==> src/rtl/msgdma_pkg.sv <==
package msgdma_pkg;

    typedef enum logic [1:0] {
        SEQ_IDLE   = 2'd0,
        SEQ_STROBE = 2'd1,
        SEQ_MOVE   = 2'd2
    } seq_state_e;

    typedef enum logic [1:0] {
        ARB_OPEN  = 2'd0,
        ARB_GRACE = 2'd1,
        ARB_HOLD  = 2'd2
    } arb_state_e;

endpackage

==> src/rtl/msgdma_seq.sv <==
module msgdma_seq
    import msgdma_pkg::*;
#(
    parameter int STROBE_CYC = 136,
    parameter int WORD_CYC   = 16,
    parameter int MAX_WORDS  = 32,
    localparam int AW   = $clog2(MAX_WORDS),
    localparam int CMAX = (STROBE_CYC > WORD_CYC) ? STROBE_CYC : WORD_CYC,
    localparam int CW   = (CMAX > 1) ? $clog2(CMAX) : 1
) (
    input  logic          clk_i,
    input  logic          rst_ni,
    input  logic          msg_ok_i,
    input  logic [AW-1:0] wcount_i,
    input  logic          dir_rx_i,
    output logic          start_o,
    output logic          done_o,
    output logic          strobe_o,
    output logic          moving_o,
    output logic          xfer_o,
    output logic          dir_o,
    output logic [AW-1:0] idx_o
);

    localparam logic [CW-1:0] STB_LAST  = CW'(STROBE_CYC - 1);
    localparam logic [CW-1:0] WORD_LAST = CW'(WORD_CYC - 1);

    typedef struct packed {
        seq_state_e    state;
        logic [CW-1:0] cnt;
        logic [AW-1:0] idx;
        logic [AW-1:0] last;
        logic          dir;
    } seq_t;

    seq_t q, d;

    always_comb begin
        d       = q;
        start_o = 1'b0;
        done_o  = 1'b0;
        case (q.state)
            SEQ_IDLE: begin
                if (msg_ok_i) begin
                    d.state = SEQ_STROBE;
                    d.cnt   = STB_LAST;
                    d.idx   = '0;
                    d.last  = wcount_i - 1'b1;   // field 0 wraps to MAX_WORDS-1
                    d.dir   = dir_rx_i;
                    start_o = 1'b1;
                end
            end
            SEQ_STROBE: begin
                if (q.cnt == '0) begin
                    d.state = SEQ_MOVE;
                    d.cnt   = WORD_LAST;
                end else begin
                    d.cnt = q.cnt - 1'b1;
                end
            end
            SEQ_MOVE: begin
                if (q.cnt == '0) begin
                    if (q.idx == q.last) begin
                        d.state = SEQ_IDLE;
                        done_o  = 1'b1;
                    end else begin
                        d.idx = q.idx + 1'b1;
                        d.cnt = WORD_LAST;
                    end
                end else begin
                    d.cnt = q.cnt - 1'b1;
                end
            end
            default: d.state = SEQ_IDLE;
        endcase
    end

    always_ff @(posedge clk_i or negedge rst_ni) begin
        if (!rst_ni) begin
            q.state <= SEQ_IDLE;
            q.cnt   <= '0;
            q.idx   <= '0;
            q.last  <= '0;
            q.dir   <= 1'b0;
        end else begin
            q <= d;
        end
    end

    assign strobe_o = (q.state == SEQ_STROBE);
    assign moving_o = (q.state == SEQ_MOVE);
    assign xfer_o   = moving_o && (q.cnt == WORD_LAST);
    assign dir_o    = q.dir;
    assign idx_o    = q.idx;

    // the strobe only begins after an accepted validated pulse
    assert_strobe_needs_ok_R1: assert property (@(posedge clk_i) disable iff (!rst_ni)
        $rose(strobe_o) |-> $past(msg_ok_i));

    // the first word moves right after the last strobe cycle
    assert_burst_follows_strobe_R2: assert property (@(posedge clk_i) disable iff (!rst_ni)
        (q.state == SEQ_STROBE && q.cnt == '0) |=> xfer_o);

    // no word beyond the captured count is ever moved
    assert_index_in_range_R5: assert property (@(posedge clk_i) disable iff (!rst_ni)
        xfer_o |-> (idx_o <= q.last));

endmodule

==> src/rtl/msgdma_arb.sv <==
module msgdma_arb
    import msgdma_pkg::*;
#(
    parameter int ACK_CYC = 8,
    localparam int KW = (ACK_CYC > 1) ? $clog2(ACK_CYC) : 1
) (
    input  logic clk_i,
    input  logic rst_ni,
    input  logic start_i,
    input  logic done_i,
    input  logic sub_req_i,
    output logic ack_no
);

    localparam logic [KW-1:0] ACK_LAST = KW'(ACK_CYC - 1);

    typedef struct packed {
        arb_state_e    mode;
        logic [KW-1:0] cnt;
        logic          ack_n;
    } arb_t;

    arb_t q, d;

    always_comb begin
        d = q;
        case (q.mode)
            ARB_OPEN: begin
                d.ack_n = ~sub_req_i;
                if (start_i) begin
                    if (sub_req_i) begin
                        d.mode  = ARB_GRACE;
                        d.cnt   = ACK_LAST;
                        d.ack_n = 1'b0;
                    end else begin
                        d.mode  = ARB_HOLD;
                        d.ack_n = 1'b1;
                    end
                end
            end
            ARB_GRACE: begin
                if (q.cnt == '0) begin
                    d.mode  = ARB_HOLD;
                    d.ack_n = 1'b1;
                end else begin
                    d.cnt = q.cnt - 1'b1;
                end
            end
            ARB_HOLD: begin
                d.ack_n = 1'b1;
                if (done_i) begin
                    d.mode  = ARB_OPEN;
                    d.ack_n = ~sub_req_i;
                end
            end
            default: d.mode = ARB_OPEN;
        endcase
    end

    always_ff @(posedge clk_i or negedge rst_ni) begin
        if (!rst_ni) begin
            q.mode  <= ARB_OPEN;
            q.cnt   <= '0;
            q.ack_n <= 1'b1;
        end else begin
            q <= d;
        end
    end

    assign ack_no = q.ack_n;

    // a request standing at the strobe start is acknowledged in the next cycle
    assert_grace_granted_R3: assert property (@(posedge clk_i) disable iff (!rst_ni)
        (start_i && sub_req_i) |=> !ack_no);

    // a request absent at the strobe start gets no acknowledge
    assert_late_request_blocked_R4: assert property (@(posedge clk_i) disable iff (!rst_ni)
        (start_i && !sub_req_i) |=> ack_no);

endmodule

==> src/rtl/msgdma_arbiter.sv <==
module msgdma_arbiter #(
    parameter int STROBE_CYC = 136,
    parameter int ACK_CYC    = 8,
    parameter int WORD_CYC   = 16,
    parameter int MAX_WORDS  = 32,
    localparam int AW = $clog2(MAX_WORDS)
) (
    input  logic          clk_i,
    input  logic          rst_ni,
    input  logic          msg_ok_i,
    input  logic [AW-1:0] wcount_i,
    input  logic          dir_rx_i,
    input  logic          sub_req_i,
    output logic          msg_stb_no,
    output logic          sub_ack_no,
    output logic [AW-1:0] buf_addr_o,
    output logic [AW-1:0] ram_addr_o,
    output logic          buf_rd_o,
    output logic          buf_wr_o,
    output logic          ram_rd_o,
    output logic          ram_wr_o,
    output logic          busy_o
);

    logic          start, done, strobe, moving, xfer, dir;
    logic [AW-1:0] idx;

    msgdma_seq #(
        .STROBE_CYC (STROBE_CYC),
        .WORD_CYC   (WORD_CYC),
        .MAX_WORDS  (MAX_WORDS)
    ) u_seq (
        .clk_i    (clk_i),
        .rst_ni   (rst_ni),
        .msg_ok_i (msg_ok_i),
        .wcount_i (wcount_i),
        .dir_rx_i (dir_rx_i),
        .start_o  (start),
        .done_o   (done),
        .strobe_o (strobe),
        .moving_o (moving),
        .xfer_o   (xfer),
        .dir_o    (dir),
        .idx_o    (idx)
    );

    msgdma_arb #(
        .ACK_CYC (ACK_CYC)
    ) u_arb (
        .clk_i     (clk_i),
        .rst_ni    (rst_ni),
        .start_i   (start),
        .done_i    (done),
        .sub_req_i (sub_req_i),
        .ack_no    (sub_ack_no)
    );

    assign msg_stb_no = ~strobe;
    assign busy_o     = strobe | moving;
    assign buf_addr_o = idx;
    assign ram_addr_o = idx;
    assign buf_rd_o   = xfer & dir;
    assign ram_wr_o   = xfer & dir;
    assign ram_rd_o   = xfer & ~dir;
    assign buf_wr_o   = xfer & ~dir;

    // during the burst the subsystem is never acknowledged
    assert_burst_locks_subsystem_R4: assert property (@(posedge clk_i) disable iff (!rst_ni)
        (busy_o && msg_stb_no) |-> sub_ack_no);

    // an idle block touches neither memory
    assert_idle_no_traffic_R7: assert property (@(posedge clk_i) disable iff (!rst_ni)
        !busy_o |-> !(buf_rd_o || buf_wr_o || ram_rd_o || ram_wr_o || !msg_stb_no));

    // an idle request held for a cycle is acknowledged
    assert_idle_ack_R8: assert property (@(posedge clk_i) disable iff (!rst_ni)
        (!busy_o && $past(!busy_o) && $past(sub_req_i)) |-> !sub_ack_no);

endmodule

==> config.mk <==
export PLATFORM = sky130hd
export DESIGN_NAME = msgdma_arbiter
export DESIGN_NICKNAME = d
export VERILOG_FILES = /design/src/rtl/msgdma_pkg.sv /design/src/rtl/msgdma_seq.sv /design/src/rtl/msgdma_arb.sv /design/src/rtl/msgdma_arbiter.sv
export SDC_FILE = /design/constraint.sdc
export NUM_CORES = 1
export LEC_CHECK = 0
export BUFFER_PORTS_ARGS = -buffer_cell sky130_fd_sc_hd__buf_2
export CAP_MARGIN = 10
export CORE_AREA = 3 3 65 67
export DETAILED_ROUTE_END_ITERATION = 7
export DIE_AREA = 0 0 68 70
export MAX_ROUTING_LAYER = met4
export PLACE_DENSITY_LB_ADDON = 0.25
export SYNTH_ARGS = -nofsm -noshare
export SYNTH_HDL_FRONTEND = slang
export SYNTH_SLANG_ARGS = --single-unit
==> constraint.sdc <==
create_clock -name clk_i -period 2.2 [get_ports clk_i]
set_clock_uncertainty 0.2 [all_clocks]
set_input_delay 0.33 -clock clk_i [delete_from_list [all_inputs] [get_ports clk_i]]
set_output_delay 0.33 -clock clk_i [all_outputs]
set_load 0.02 [all_outputs]
# Word-level counts from Yosys, hierarchy flattened
# Cells that the tools add are included.
dict set report word_totals {
  input_bits 10
  output_inout_bits 17
  ff_bits 27
  wordCells 79
}
dict set report classes {
  eq_ne 17
  bitwise_logic 6
  addsub 4
  reduce_logical 16
  muxes 28
}
# cell count
set ops {}
lappend ops {{$pmux W8 S3} 1}
lappend ops {{$mux W21} 1}
lappend ops {{$mux W8} 2}
lappend ops {{$mux W13} 1}
lappend ops {{$mux W2} 6}
lappend ops {{$ne A2 B2 Y1 const B} 6}
lappend ops {{$pmux W2 S3} 2}
lappend ops {{$reduce_and A4 Y1} 3}
lappend ops {{$pmux W5 S2} 1}
lappend ops {{$eq A8 B4 Y1 const B} 1}
lappend ops {{$logic_not A8 Y1} 1}
lappend ops {{$mux W1} 8}
lappend ops {{$ne A2 B1 Y1 const B} 4}
lappend ops {{$sub A8 B1 Y8 const B} 1}
lappend ops {{$mux W3} 2}
lappend ops {{$mux W6} 1}
lappend ops {{$pmux W3 S2} 1}
lappend ops {{$reduce_and A3 Y1} 2}
lappend ops {{$reduce_bool A3 Y1} 2}
lappend ops {{$add A5 B1 Y5 const B} 1}
lappend ops {{$eq A5 B5 Y1} 1}
lappend ops {{$mux W5} 1}
lappend ops {{$sub A5 B1 Y5 const B} 1}
lappend ops {{$eq A2 B1 Y1 const B} 2}
lappend ops {{other kinds (12)} 19}

# Depth between registers and ports, before layout
dict set report logic_depth {
  word_depth 6
  ltp_mapped 9
  mapped_depth_nobuf 7
}

# Cells and area by module
# Synthesis repeated with hierarchy kept, for this count alone.
dict set report hier_totals {
  hier_cells 219
  area_unflattened_um2 2004.4
}
# module area_per_inst_um2 cells_per_inst n_inst seq_area_each_um2
set modules_own_cells {}
lappend modules_own_cells {msgdma_seq 1405.1 154 1 525.5}
lappend modules_own_cells {msgdma_arb 524.3 54 1 151.4}
lappend modules_own_cells {msgdma_arbiter 75.1 11 1 0.0}

# Least setup slack after synthesis
# No wires, ideal clock.
dict set report synth_timing {
  path_type {reg2out}
  from {reg u_seq.q[16] in the netlist's numbering}
  to {out ram_rd_o}
  n_path_buf 1
  arrival_ns 1.830
  path_stages_with_launch 4
  t_required_ns 1.670
  slack_ns -0.160
  cell_sequence {dfrtp_1 > or4_4 > nor3_1 > buf_4}
}
dict set report synth_via {
  elab_chain_len 3
}
# element line
set synth_rtl {}
lappend synth_rtl {{start: declaration} msgdma_seq.sv:36} ;# seq_t q, d;
lappend synth_rtl {{$eq A8 B4 Y1} msgdma_seq.sv:92} ;# assign xfer_o = moving_o && (q.cnt == WORD_LAST);
lappend synth_rtl {{$logic_and A1 B1 Y1} msgdma_seq.sv:92}
lappend synth_rtl {{$and A1 B1 Y1} -}
lappend synth_rtl {{end: declaration} msgdma_arbiter.sv:20} ;# output logic ram_rd_o,
# No other way between the ends.

# Worst setup path after layout
dict set report layout_timing {
  from {reg u_seq.q[18] in the netlist's numbering}
  to {out ram_rd_o}
}
dict set report layout_via {
  elab_chain_len 3
}
# element line
set layout_rtl {}
lappend layout_rtl {{$eq A8 B4 Y1} msgdma_seq.sv:92}
lappend layout_rtl {{$logic_and A1 B1 Y1} msgdma_seq.sv:92}
lappend layout_rtl {{$and A1 B1 Y1} msgdma_arbiter.sv:64} ;# assign ram_rd_o = xfer & ~dir;
# No other way between the ends.

==> results.md <==
* Worst path slowest cell: or4_4
* CP startpoint kind: register
* Bufs and invs on worst path at 1
* Largest fanout on the critical path at 5
* Met3 GRT Util at 2.412%
* Sum of routed wire length over all layers at 3952 um
* Multi-input gate area at 0.001057 mm2
* Die W at 68 um
* Iteration-0 DRC Markers at 95
* Power Dens Cells at 1272 mW/mm2
* CTS buffer count at 3
* Mux share of post-synthesis cell area at 2.285%
* Area leader, netlist: dfrtp_1
* Layout area overhead at 22.31%
* Vias at 1,575
* Vias per cell at 5.303
* Worst skew pair latency at 0.27 ns
* Vias in the first global route at 1,438
* RR Startpoint: u_seq.q[18]
* CTS sink cnt at 27
* Ports at 27
* Synth cell types at 49
* Storage element area at 676.9 um2
* CTS tree: done
* Dominant cells by area after synthesis: dfrtp_1 35%, ha_1 9.4%, o21ai_0 5.4%
* Largest family of logic cells by synthesized area: compound AO/OA/AOI/OAI gates
* Rows at 22
* Placed Area at 0.002117 mm2
* Syn_nets at 232
* HP Start: wcount_i[0]
* R2R Setup Slk at 0.03 ns
* # diodes at 0
* Tmin final at 2.193 ns
* Tightest Pin Transition at 0.6124 ns
* RSZ-0062 raised after global routing: yes
* Post-synthesis sequential area ratio at 36.36%
* Filler Cells Inserted at 328
* Chip Height at 70 um
* P_leak at 1.109 nW
* First-pass GRT wire length at 6734 um
* Root Driver: clkbuf_8
* Fin. Hold Viols at 0
* Share of the synthesized area in the top cell type at 34.95%
* Worst-path clk slew at 0.09 ns
* GRT met2 Usage at 25.59%
* Post-synth EDFFs at 0
* Hpwl dp at 2977 um
* Synthesized area at 0.001862 mm2
* Number of port buffers at 26
* Core Region at 0.003689 mm2
* Worst Setup SP: u_seq.q[18]
* Finish-stage setup viols at 0
* Max Cap Violations at 0
* Yosys reg bits at 27
* Fin crit share at 99.67%
* Initial antenna violation count at 0
* RePlAce Congestion at 0.8663
* CP Cell Sequence: or4_4, nor3_4, buf_4
* Hold Crit Class: primary input to register
* Initial DRT Pass Iterations at 4
* CP endpoint kind: output port
* Simple-gate share of the synthesized area at 18.48%
* DIE AREA at 0.004760 mm2
* Worst Path Arrival at 1.66 ns
* Main flop type after synthesis: dfrtp_1
* CP Class: register to output port
* Max IR drop VDD at 539.3 uV
* Total GRT Usage at 18.50%
* Top Usage Layer GRT: met1
* XOR/XNOR Fraction of Synth Area at 4.234%
* Slew Viols, Final at 0
* Share of cells above drive strength 1 at 29.32%
* Gr ovfl total at 0
* Data required, critical path at 1.67 ns
* Compound-gate portion of the synthesized area at 19.35%
* Adder-Cell Fraction of Synth Area at 9.409%
* Routed length per instance at 13.31 um
* Pre-CTS WS at -0.01161 ns
* Largest stage delay, worst path at 0.64 ns
* Nets at 274
* Max_slew headroom at 59.17%
* Worst Setup Slack, final at 0.007232 ns
* F_max at 0.4560 GHz
* Initial Utilization at 50.47%
* Synth Warn # at 0
* Post-route ant nets at 0
* Family with the most delay on the worst path: simple AND/OR/NAND/NOR gates
* Met1 usage at 28.50%
* Largest net degree at the start of global routing at 28
* H-tree depth at 1
* Avg Inst Size Synth at 8.951 um2
* Clk buf depth at 2
* DR DRC count at 0
* Status: completed
* Ys async rst share at 100.0%
* Post-route cell area at 0.002277 mm2
* Gate count of the mapped netlist at 208
kinds of logic after synthesis:
| logic type | count (synthesis) |
|---|---|
| and+or+nand+nor | 61 |
| AOI/OAI and AO/OA | 57 |
| buffers and inverters | 36 |
| DFF | 27 |
| adders and majority gates | 14 |
| xor gates and xnor gates | 9 |
| muxes | 4 |
power by group:
group          internal [W]  switching [W]
Clock              0.000127       0.000156
Combinational      0.000819       0.000988
Sequential         0.000683       0.000125
Total               0.00163        0.00127
metal layers:
metal / wire length, um / up-vias
li1: - / 811
met1: 1970 / 720
met2: 1741 / 40
met3: 203 / 4
met4: 37 / 0
met5: 0 / -
Yosys cell counts (all sizes together) (2+ instances only):
cell	instances
a31oi	3
nor2	12
nor3b	2
nand4	3
nor3	6
clkbuf	2
o22a	2
buf	15
nand3b	2
dfrtp	26
ha	14
nor4	2
o21ai	22
nand3	8
a21o	3
mux2	2
inv	19
nand2	14
o211ai	2
or3	3
xnor2	8
nor2b	3
a21oi	10
a21boi	3
mux2i	2
or4	2
o41ai	2
per-stage QoR:
| stage | instances | total power [W] | setup TNS [ns] | utilization, % | hold slack, ns |
|---|---|---|---|---|---|
| final | 297 | 0.002897 | 0 | 61.74 | 0.08504 |
| after global routing | 297 | 0.003154 | -0.4055 | 61.74 | 0.09126 |
| after CTS | 292 | 0.002787 | 0 | 59.33 | 0.08218 |
| after detailed placement | 287 | 0.002474 | -0.01161 | 57.39 | 0.1843 |
| after global placement | 287 | 0.002439 | 0 | 57.39 | 0.1774 |
| after floorplan | 208 | 0.001923 | -0.3196 | - | -0.1656 |
final timing paths:
path / end / depth (start not counted)
max in group asynchronous: u_seq.idx_o[4] / 2
setup reg to reg: u_seq.idx_o[2] / 5
min in group asynchronous: u_seq.q[2] / 2
hold reg to reg: u_arb.q[1] / 1
hold / removal: u_seq.q[1] / 2
setup / recovery: ram_rd_o / 3
final cells by class:
type / count / share of cell area [%]
clock buffers: 3 / 1.813
clock inverters: 1 / 0.2198
inverters: 19 / 3.132
multi-input cells: 145 / 46.43
flip-flops and latches: 27 / 29.73
well taps: 48 / 2.637
repair buffers: 54 / 16.04
cells in the final DEF, fill, tap and decap left out, types with 3 or more instances in the layout:
master | Yosys | final
a21oi_1 | 10 | 8
buf_2 | 3 | 22
or3_1 | 3 | 3
xnor2_1 | 8 | 8
dfrtp_1 | 26 | 26
a21o_1 | 3 | 3
clkbuf_8 | 0 | 3
nand2_1 | 14 | 14
o21ai_0 | 20 | 18
ha_1 | 14 | 12
buf_4 | 12 | 30
nand3_1 | 8 | 8
nor2b_1 | 3 | 3
inv_1 | 19 | 19
nor3_1 | 6 | 4
nor2_1 | 11 | 11
a31oi_1 | 3 | 3
o21ai_1 | 2 | 3
registers in the layout (all words and copies together) (netlist names):
| signal | count |
|---|---|
| u_seq.q | 15 |
| u_arb.q | 5 |
| u_seq.idx_o | 5 |
| u_arb.ack_no | 1 |
| u_seq.dir_o | 1 |
timing repair:
| action | CTS | global route |
|---|---|---|
| gates resized for setup | 4 | 13 |
| endpoints found under the hold margin | 26 | 0 |
| hold buffers | 1 | 0 |
| pin swaps | 0 | 14 |
| setup buffers | 0 | 5 |
| endpoints found under the setup margin | 6 | 13 |
Power figures use the tool's default switching activity.
